### src/rtl/dramc_pkg.sv
package dramc_pkg;

    typedef enum logic [2:0] {
        ST_IDLE,
        ST_ACT,
        ST_COL,
        ST_OPEN,
        ST_PRE,
        ST_REF
    } seq_state_e;

    typedef enum logic [1:0] {
        SEL_ROW,
        SEL_COL,
        SEL_REFRESH
    } addr_sel_e;

    typedef struct packed {
        logic ras_n;
        logic cas_n;
        logic we_n;
        logic oe_n;
    } strobe_t;

    localparam strobe_t STROBES_IDLE = '{ras_n: 1'b1, cas_n: 1'b1, we_n: 1'b1, oe_n: 1'b1};

    function automatic int unsigned max2(input int unsigned a, input int unsigned b);
        return (a > b) ? a : b;
    endfunction

endpackage

### src/rtl/dramc_refresh.sv
module dramc_refresh #(
    parameter int unsigned ROW_W        = 14,
    parameter int unsigned REF_INTERVAL = 24
) (
    input  logic             clk,
    input  logic             rst,
    input  logic             ref_done,
    output logic             ref_pend,
    output logic [ROW_W-1:0] ref_row
);
    localparam int unsigned TW = (REF_INTERVAL > 2) ? $clog2(REF_INTERVAL) : 1;

    logic [TW-1:0] tmr;
    logic          tick;

    assign tick = (tmr == '0);

    always_ff @(posedge clk) begin
        if (rst) begin
            tmr      <= TW'(REF_INTERVAL - 1);
            ref_pend <= 1'b0;
            ref_row  <= '0;
        end else begin
            tmr <= tick ? TW'(REF_INTERVAL - 1) : tmr - 1'b1;
            if (tick) begin
                ref_pend <= 1'b1;
            end else if (ref_done) begin
                ref_pend <= 1'b0;
            end
            if (ref_done) begin
                ref_row <= ref_row + 1'b1;
            end
        end
    end

    // A new tick must never find the previous refresh still unserved.
    assert_refresh_in_window_R10: assert property (@(posedge clk) disable iff (rst)
        tick |-> !ref_pend);

endmodule

### src/rtl/dramc_datapath.sv
module dramc_datapath
    import dramc_pkg::*;
#(
    parameter int unsigned ROW_W  = 14,
    parameter int unsigned COL_W  = 14,
    parameter int unsigned DATA_W = 16
) (
    input  logic                               clk,
    input  logic                               rst,
    input  logic [ROW_W+COL_W-1:0]             req_addr,
    input  logic                               req_write,
    input  logic [DATA_W-1:0]                  req_wdata,
    input  logic                               load_full,
    input  logic                               load_col,
    input  logic                               cap_en,
    input  addr_sel_e                          addr_sel,
    input  logic [ROW_W-1:0]                   ref_row,
    input  logic [DATA_W-1:0]                  dram_rdata,
    output logic                               page_hit,
    output logic                               cur_write,
    output logic [max2(ROW_W, COL_W)-1:0]      dram_addr,
    output logic [DATA_W-1:0]                  dram_wdata,
    output logic [DATA_W-1:0]                  rsp_rdata
);
    logic [ROW_W-1:0]  in_row;
    logic [COL_W-1:0]  in_col;
    logic [ROW_W-1:0]  cur_row;
    logic [COL_W-1:0]  cur_col;
    logic [DATA_W-1:0] cur_wdata;

    assign in_row   = req_addr[ROW_W+COL_W-1:COL_W];
    assign in_col   = req_addr[COL_W-1:0];
    assign page_hit = (in_row == cur_row);

    always_ff @(posedge clk) begin
        if (rst) begin
            cur_row   <= '0;
            cur_col   <= '0;
            cur_write <= 1'b0;
            cur_wdata <= '0;
            rsp_rdata <= '0;
        end else begin
            if (load_full) begin
                cur_row <= in_row;
            end
            if (load_full || load_col) begin
                cur_col   <= in_col;
                cur_write <= req_write;
                cur_wdata <= req_wdata;
            end
            if (cap_en) begin
                rsp_rdata <= dram_rdata;
            end
        end
    end

    always_comb begin
        dram_addr = '0;
        unique case (addr_sel)
            SEL_ROW:     dram_addr[ROW_W-1:0] = cur_row;
            SEL_COL:     dram_addr[COL_W-1:0] = cur_col;
            default:     dram_addr[ROW_W-1:0] = ref_row;
        endcase
    end

    assign dram_wdata = cur_wdata;

    // The latched column must not change while its column strobe is active.
    assert_col_held_R2: assert property (@(posedge clk) disable iff (rst)
        (addr_sel == SEL_COL) && $past(addr_sel == SEL_COL) |-> $stable(cur_col));

endmodule

### src/rtl/dramc_seq.sv
module dramc_seq
    import dramc_pkg::*;
#(
    parameter int unsigned T_RCD = 2,
    parameter int unsigned T_CAS = 2,
    parameter int unsigned T_RP  = 2
) (
    input  logic      clk,
    input  logic      rst,
    input  logic      req_valid,
    input  logic      page_hit,
    input  logic      cur_write,
    input  logic      ref_pend,
    output logic      req_ready,
    output logic      load_full,
    output logic      load_col,
    output logic      cap_en,
    output logic      ref_done,
    output addr_sel_e addr_sel,
    output logic      ras_n,
    output logic      cas_n,
    output logic      we_n,
    output logic      oe_n,
    output logic      dq_drive,
    output logic      rsp_valid
);
    localparam int unsigned REF_LEN = T_RCD + T_CAS;
    localparam int unsigned CW      = $clog2(max2(REF_LEN, T_RP) + 1);
    localparam int unsigned HW      = $clog2(T_RP + 1);

    seq_state_e state;
    logic [CW-1:0] cnt;
    logic          cnt_zero;
    logic          miss_pend;
    logic          accept;
    strobe_t       pins;

    assign cnt_zero = (cnt == '0);

    always_comb begin
        req_ready = ((state == ST_IDLE) || (state == ST_OPEN)) && !ref_pend;
        accept    = req_valid && req_ready;
        load_full = accept && ((state == ST_IDLE) || !page_hit);
        load_col  = accept && (state == ST_OPEN) && page_hit;
        cap_en    = (state == ST_COL) && cnt_zero && !cur_write;
        ref_done  = (state == ST_REF) && cnt_zero;

        pins     = STROBES_IDLE;
        addr_sel = SEL_ROW;
        dq_drive = 1'b0;
        unique case (state)
            ST_ACT, ST_OPEN: pins.ras_n = 1'b0;
            ST_COL: begin
                pins.ras_n = 1'b0;
                pins.cas_n = 1'b0;
                pins.we_n  = !cur_write;
                pins.oe_n  = cur_write;
                addr_sel   = SEL_COL;
                dq_drive   = cur_write;
            end
            ST_REF: begin
                pins.ras_n = 1'b0;
                addr_sel   = SEL_REFRESH;
            end
            default: ;
        endcase
        ras_n = pins.ras_n;
        cas_n = pins.cas_n;
        we_n  = pins.we_n;
        oe_n  = pins.oe_n;
    end

    always_ff @(posedge clk) begin
        if (rst) begin
            state     <= ST_IDLE;
            cnt       <= '0;
            miss_pend <= 1'b0;
            rsp_valid <= 1'b0;
        end else begin
            rsp_valid <= 1'b0;
            unique case (state)
                ST_IDLE: begin
                    if (ref_pend) begin
                        state <= ST_REF;
                        cnt   <= CW'(REF_LEN - 1);
                    end else if (accept) begin
                        state <= ST_ACT;
                        cnt   <= CW'(T_RCD - 1);
                    end
                end
                ST_ACT: begin
                    if (cnt_zero) begin
                        state <= ST_COL;
                        cnt   <= CW'(T_CAS - 1);
                    end else begin
                        cnt <= cnt - 1'b1;
                    end
                end
                ST_COL: begin
                    if (cnt_zero) begin
                        state     <= ST_OPEN;
                        rsp_valid <= !cur_write;
                    end else begin
                        cnt <= cnt - 1'b1;
                    end
                end
                ST_OPEN: begin
                    if (ref_pend) begin
                        state <= ST_PRE;
                        cnt   <= CW'(T_RP - 1);
                    end else if (accept) begin
                        if (page_hit) begin
                            state <= ST_COL;
                            cnt   <= CW'(T_CAS - 1);
                        end else begin
                            state     <= ST_PRE;
                            cnt       <= CW'(T_RP - 1);
                            miss_pend <= 1'b1;
                        end
                    end
                end
                ST_PRE: begin
                    if (cnt_zero) begin
                        if (miss_pend) begin
                            state     <= ST_ACT;
                            cnt       <= CW'(T_RCD - 1);
                            miss_pend <= 1'b0;
                        end else if (ref_pend) begin
                            state <= ST_REF;
                            cnt   <= CW'(REF_LEN - 1);
                        end else begin
                            state <= ST_IDLE;
                        end
                    end else begin
                        cnt <= cnt - 1'b1;
                    end
                end
                ST_REF: begin
                    if (cnt_zero) begin
                        state <= ST_PRE;
                        cnt   <= CW'(T_RP - 1);
                    end else begin
                        cnt <= cnt - 1'b1;
                    end
                end
                default: state <= ST_IDLE;
            endcase
        end
    end

    // Count of consecutive high cycles on the row strobe, saturating at T_RP.
    logic [HW-1:0] hi_cnt;
    always_ff @(posedge clk) begin
        if (rst) begin
            hi_cnt <= HW'(T_RP);
        end else if (ras_n) begin
            if (hi_cnt != HW'(T_RP)) hi_cnt <= hi_cnt + 1'b1;
        end else begin
            hi_cnt <= '0;
        end
    end

    assert_precharge_gap_R9: assert property (@(posedge clk) disable iff (rst)
        $fell(ras_n) |-> (hi_cnt >= HW'(T_RP)));

    assert_cas_inside_ras_R12: assert property (@(posedge clk) disable iff (rst)
        !cas_n |-> !ras_n);

    assert_we_oe_exclusive_R12: assert property (@(posedge clk) disable iff (rst)
        !(!we_n && !oe_n));

    assert_rsp_single_pulse_R5: assert property (@(posedge clk) disable iff (rst)
        rsp_valid |=> !rsp_valid);

    assert_hit_keeps_row_R7: assert property (@(posedge clk) disable iff (rst)
        load_col |=> (!ras_n && !cas_n));

endmodule

### src/rtl/dram_page_ctrl.sv
module dram_page_ctrl
    import dramc_pkg::*;
#(
    parameter int unsigned ROW_W        = 14,
    parameter int unsigned COL_W        = 14,
    parameter int unsigned DATA_W       = 16,
    parameter int unsigned T_RCD        = 2,
    parameter int unsigned T_CAS        = 2,
    parameter int unsigned T_RP         = 2,
    parameter int unsigned REF_INTERVAL = 24
) (
    input  logic                          clk,
    input  logic                          rst,
    input  logic                          req_valid,
    input  logic                          req_write,
    input  logic [ROW_W+COL_W-1:0]        req_addr,
    input  logic [DATA_W-1:0]             req_wdata,
    output logic                          req_ready,
    output logic                          rsp_valid,
    output logic [DATA_W-1:0]             rsp_rdata,
    output logic [max2(ROW_W, COL_W)-1:0] dram_addr,
    output logic                          dram_ras_n,
    output logic                          dram_cas_n,
    output logic                          dram_we_n,
    output logic                          dram_oe_n,
    output logic                          dram_dq_drive,
    output logic [DATA_W-1:0]             dram_wdata,
    input  logic [DATA_W-1:0]             dram_rdata
);
    logic             ref_pend;
    logic             ref_done;
    logic [ROW_W-1:0] ref_row;
    logic             page_hit;
    logic             cur_write;
    logic             load_full;
    logic             load_col;
    logic             cap_en;
    addr_sel_e        addr_sel;

    dramc_refresh #(
        .ROW_W        (ROW_W),
        .REF_INTERVAL (REF_INTERVAL)
    ) u_refresh (
        .clk      (clk),
        .rst      (rst),
        .ref_done (ref_done),
        .ref_pend (ref_pend),
        .ref_row  (ref_row)
    );

    dramc_datapath #(
        .ROW_W  (ROW_W),
        .COL_W  (COL_W),
        .DATA_W (DATA_W)
    ) u_datapath (
        .clk        (clk),
        .rst        (rst),
        .req_addr   (req_addr),
        .req_write  (req_write),
        .req_wdata  (req_wdata),
        .load_full  (load_full),
        .load_col   (load_col),
        .cap_en     (cap_en),
        .addr_sel   (addr_sel),
        .ref_row    (ref_row),
        .dram_rdata (dram_rdata),
        .page_hit   (page_hit),
        .cur_write  (cur_write),
        .dram_addr  (dram_addr),
        .dram_wdata (dram_wdata),
        .rsp_rdata  (rsp_rdata)
    );

    dramc_seq #(
        .T_RCD (T_RCD),
        .T_CAS (T_CAS),
        .T_RP  (T_RP)
    ) u_seq (
        .clk       (clk),
        .rst       (rst),
        .req_valid (req_valid),
        .page_hit  (page_hit),
        .cur_write (cur_write),
        .ref_pend  (ref_pend),
        .req_ready (req_ready),
        .load_full (load_full),
        .load_col  (load_col),
        .cap_en    (cap_en),
        .ref_done  (ref_done),
        .addr_sel  (addr_sel),
        .ras_n     (dram_ras_n),
        .cas_n     (dram_cas_n),
        .we_n      (dram_we_n),
        .oe_n      (dram_oe_n),
        .dq_drive  (dram_dq_drive),
        .rsp_valid (rsp_valid)
    );

endmodule

### config.mk
export PLATFORM = sky130hd
export DESIGN_NAME = dram_page_ctrl
export DESIGN_NICKNAME = d
export VERILOG_FILES = /design/src/rtl/dramc_pkg.sv /design/src/rtl/dramc_refresh.sv /design/src/rtl/dramc_datapath.sv /design/src/rtl/dramc_seq.sv /design/src/rtl/dram_page_ctrl.sv
export SDC_FILE = /design/constraint.sdc
export NUM_CORES = 1
export LEC_CHECK = 0
export BUFFER_PORTS_ARGS = -buffer_cell sky130_fd_sc_hd__buf_2
export CELL_PAD_IN_SITES_DETAIL_PLACEMENT = 1
export CELL_PAD_IN_SITES_GLOBAL_PLACEMENT = 1
export CORE_MARGIN = 10
export CORE_UTILIZATION = 41
export DETAILED_ROUTE_END_ITERATION = 10
export MAX_ROUTING_LAYER = met4
export PLACE_DENSITY = 0.89
export SYNTH_ARGS = -nofsm -noshare
export SYNTH_HDL_FRONTEND = slang
export SYNTH_SLANG_ARGS = --single-unit
### constraint.sdc
create_clock -name clk -period 5.05 [get_ports clk]
set_clock_uncertainty 0.05 [all_clocks]
set_input_delay 0.505 -clock clk [delete_from_list [all_inputs] [get_ports clk]]
set_output_delay 0.505 -clock clk [all_outputs]
set_load 0.05 [all_outputs]
==> flow_metrics.py <==
metrics = {
    "power_and_ir_drop": {
        "irDropWorstVdd_mv": 0.305,
        "powerDensity_nw_per_um2": 572,
        "leakagePower_uw": 0.00209,
    },
    "clocking": {
        "cts_buffers": 9,
        "h-tree-depth": 3,
        "insertion_delay_ns": 0.37,
        "cts_tree": "yes",
        "cts_setup_buffers": 0,
        "clk_pin_slew_ns": 0.10,
        "cts.sinks": 89,
        "cts_buffer_depth": 2,
        "cts_hold_buf": 0,
        "post_cts_resized": 0,
        "cts_root_buffer": "clkbuf_8",
    },
    "global_route": {
        "track_usage_pct": 18.7,
        "grt_max_degree": 88,
        "grt_remaining_overflow": 0,
        "grt_pass1_vias": 4527,
        "grt_pass1_wl_mm": 22.4,
        "antenna_found_initial": 0,
    },
    "floorplan": {
        "core_area_um2": 10300,
        "rows": 37,
        "die_y_um": 123,
        "dieArea_um2": 15100,
        "ios": 117,
        "die_w_um": 123,
        "initial_utilization_pct": 41.9,
    },
    "setup_path": {
        "reg2reg_from": "u_seq.state[0]$_SDFFE_PP0P_",
        "crit_path_max_incr_delay_ns": 0.71,
        "slowest_stage": "dfxtp_1",
        "critPathLaunch": "u_seq.state[0]$_SDFFE_PP0P_",
        "crit_buf_inv": 3,
        "reg2regPathDepth": 7,
        "critPathCaptureType": "primary output",
        "path_max_fanout": 28,
        "cp_data_arrival_time_ns": 2.67,
        "path_class": "register to primary output",
        "cp_data_required_time_ns": 4.49,
        "cp-start-kind": "register",
        "worstPathCellList": "buf_4, inv_1, nand2_1, o21ai_0, a21oi_1, buf_2",
        "regToRegSetupSlack_ns": 2.44,
        "r2r_end": "u_datapath.cur_row[7]$_SDFFE_PP0P_",
        "worst-path-stages": 6,
        "critPathTopFamily": "buffers and inverters",
        "crit_path_end": "dram_addr[12]",
    },
    "sta": {
        "slew_violations": 0,
        "min_period_ns": 3.22,
        "setup_viol": 0,
        "rsz0062_at_grt": "no",
        "max_freq_mhz": 310,
        "tightestPinTransition_ns": 1.03,
        "min_period_over_period_pct": 63.8,
        "fin_setup_tns_ns": 0,
        "slew_headroom_pct": 31.4,
        "hold_viol": 0,
    },
    "yosys": {
        "synth_common_cells": "129 x nand2_1, 89 x dfxtp_1, 79 x a21oi_1",
        "yosysTopAreaCellShare_pct": 41.2,
        "syn-cell-area_um2": 4330,
        "synth_edf_count": 0,
        "synthArstFlopShare_pct": 0,
        "ys_seq_area_share_pct": 41.2,
        "synth_area_leader_cell": "dfxtp_1",
        "syn-num-nets": 631,
        "synthTopCellsByArea": "dfxtp_1 41%, nand2_1 11%, a21oi_1 9.1%, xnor2_1 4.3%, o22ai_1 4.2%",
        "ys_seq_elements": 89,
        "synth_top_flop_cell": "dfxtp_1",
        "syn_inst": 562,
        "synth.distinct_cells": 51,
        "avgSynthCellArea_um2": 7.70,
        "ys_warn_count": 0,
        "yosysMostFrequentCell": "nand2_1",
    },
    "cells_and_area": {
        "nets": 721,
        "area_growth_pct": 18.9,
        "design_area_um2": 5140,
        "drive_gt1_share_pct": 22.0,
        "multi_input_area_um2": 2300,
        "seq_area_um2": 1780,
        "fill_cells": 1328,
        "diodes": 0,
    },
    "drt": {
        "via_per_inst": 5.50,
        "vias": 4354,
        "wl_per_cell_um": 17.7,
        "drc": 0,
        "postRouteAntennaNets": 0,
        "wl_mm": 14.0,
        "drtPass1Iterations": 4,
        "drt_iter0_drc": 229,
    },
    "job": {
        "max-cap-violations": 0,
    },
    "placed_design": {
        "gp_congestion": 0.905,
        "placed_cell_area_um2": 4920,
        "io_buffers": 116,
        "dp_hpwl_mm": 10.3,
    },
    "min_path": {
        "min_path_type": "input port to register",
    },
    "run_status": {
        "status": "complete, no violations",
    },
}
[report_power, final]
group / switching, uW / total (uW) / internal, uW
sequential: 104 / 901 / 797
combinational: 1080 / 1470 / 397
clock: 280 / 565 / 285
[kinds of logic (layout without fill, tap and decap cells)]
logic type / count (synthesis) / count (layout) / synth area share [%]
AOI/OAI and AO/OA: 168 / 168 / 23.1
xor gates and xnor gates: 23 / 23 / 4.66
adders and majority gates: 5 / 5 / 1.45
buffers and inverters: 54 / 148 / 5.52
DFF: 89 / 89 / 41.2
and+or+nand+nor: 223 / 223 / 24.1
[worst register-to-register path, delay by kind of cell (launching register included)]
family	cells	cell delay (ns)
AO/OA/AOI/OAI	3	1.16
flip-flops	1	0.71
buffers and inverters	2	0.34
AND/OR/NAND/NOR	2	0.30
[registers in the layout, summed over array words and instances (netlist names), 3 cells and up]
register and flops:
u_seq.state 3, u_refresh.ref_row 14, u_datapath.dram_wdata 16, u_datapath.cur_col 14, u_refresh.tmr 5, u_datapath.rsp_rdata 16
u_seq.cnt 3, u_datapath.cur_row 14
[area by class of cell]
cell class | instances | share of cell area, %
clock buffer | 9 | 2.41
clock inverter | 6 | 1.90
inverter | 12 | 0.876
multi-input combinational | 419 | 44.8
sequential | 89 | 34.7
tap | 136 | 3.31
timing repair buffer | 121 | 12.0
[layer usage]
metal | routed length, um | up-vias | global-route usage (%)
li1 | - | 2126 | -
met1 | 6580 | 2086 | 24.3
met2 | 6440 | 126 | 28.8
met3 | 839 | 16 | 4.04
met4 | 181 | 0 | 5.15
met5 | 0 | - | -
[worst min-delay path by stage]
stage	startpoint	endpoint	slack, ns	depth (start not counted)
2_1_floorplan	u_refresh.tmr[0]$_SDFF_PP1_	u_refresh.tmr[0]$_SDFF_PP1_	0.32	1
3_3_place_gp	u_refresh.tmr[0]$_SDFF_PP1_	u_refresh.tmr[0]$_SDFF_PP1_	0.33	1
3_5_place_dp	u_refresh.tmr[0]$_SDFF_PP1_	u_refresh.tmr[0]$_SDFF_PP1_	0.35	1
4_1_cts	dram_rdata[10]	u_datapath.rsp_rdata[10]$_SDFFE_PP0P_	0.30	3
5_1_grt	dram_rdata[10]	u_datapath.rsp_rdata[10]$_SDFFE_PP0P_	0.31	3
6_report	dram_rdata[9]	u_datapath.rsp_rdata[9]$_SDFFE_PP0P_	0.31	3
[metrics by stage]
step	cells	util, %	power, uW	hold WS (ns)	setup WS (ns)
floorplan	562	-	2030	0.321	2.42
global placement	777	47.7	2340	0.333	2.35
detailed placement	777	47.7	2390	0.354	2.24
CTS	792	49.8	2960	0.297	1.83
global route	792	49.8	3110	0.305	1.57
finish	792	49.8	2940	0.306	1.83
[cell usage in the layout, fill, tap and decap left out, types with 12 or more instances in the layout]
| cell | instances |
|---|---|
| dfxtp_1 | 89 |
| nand2_1 | 129 |
| o22ai_1 | 29 |
| a21oi_1 | 79 |
| nor2_1 | 20 |
| o21ai_0 | 23 |
| nor2b_1 | 16 |
| buf_2 | 116 |
| a22o_1 | 14 |
| xnor2_1 | 21 |
| inv_1 | 12 |
Power figures use the tool's default switching activity.
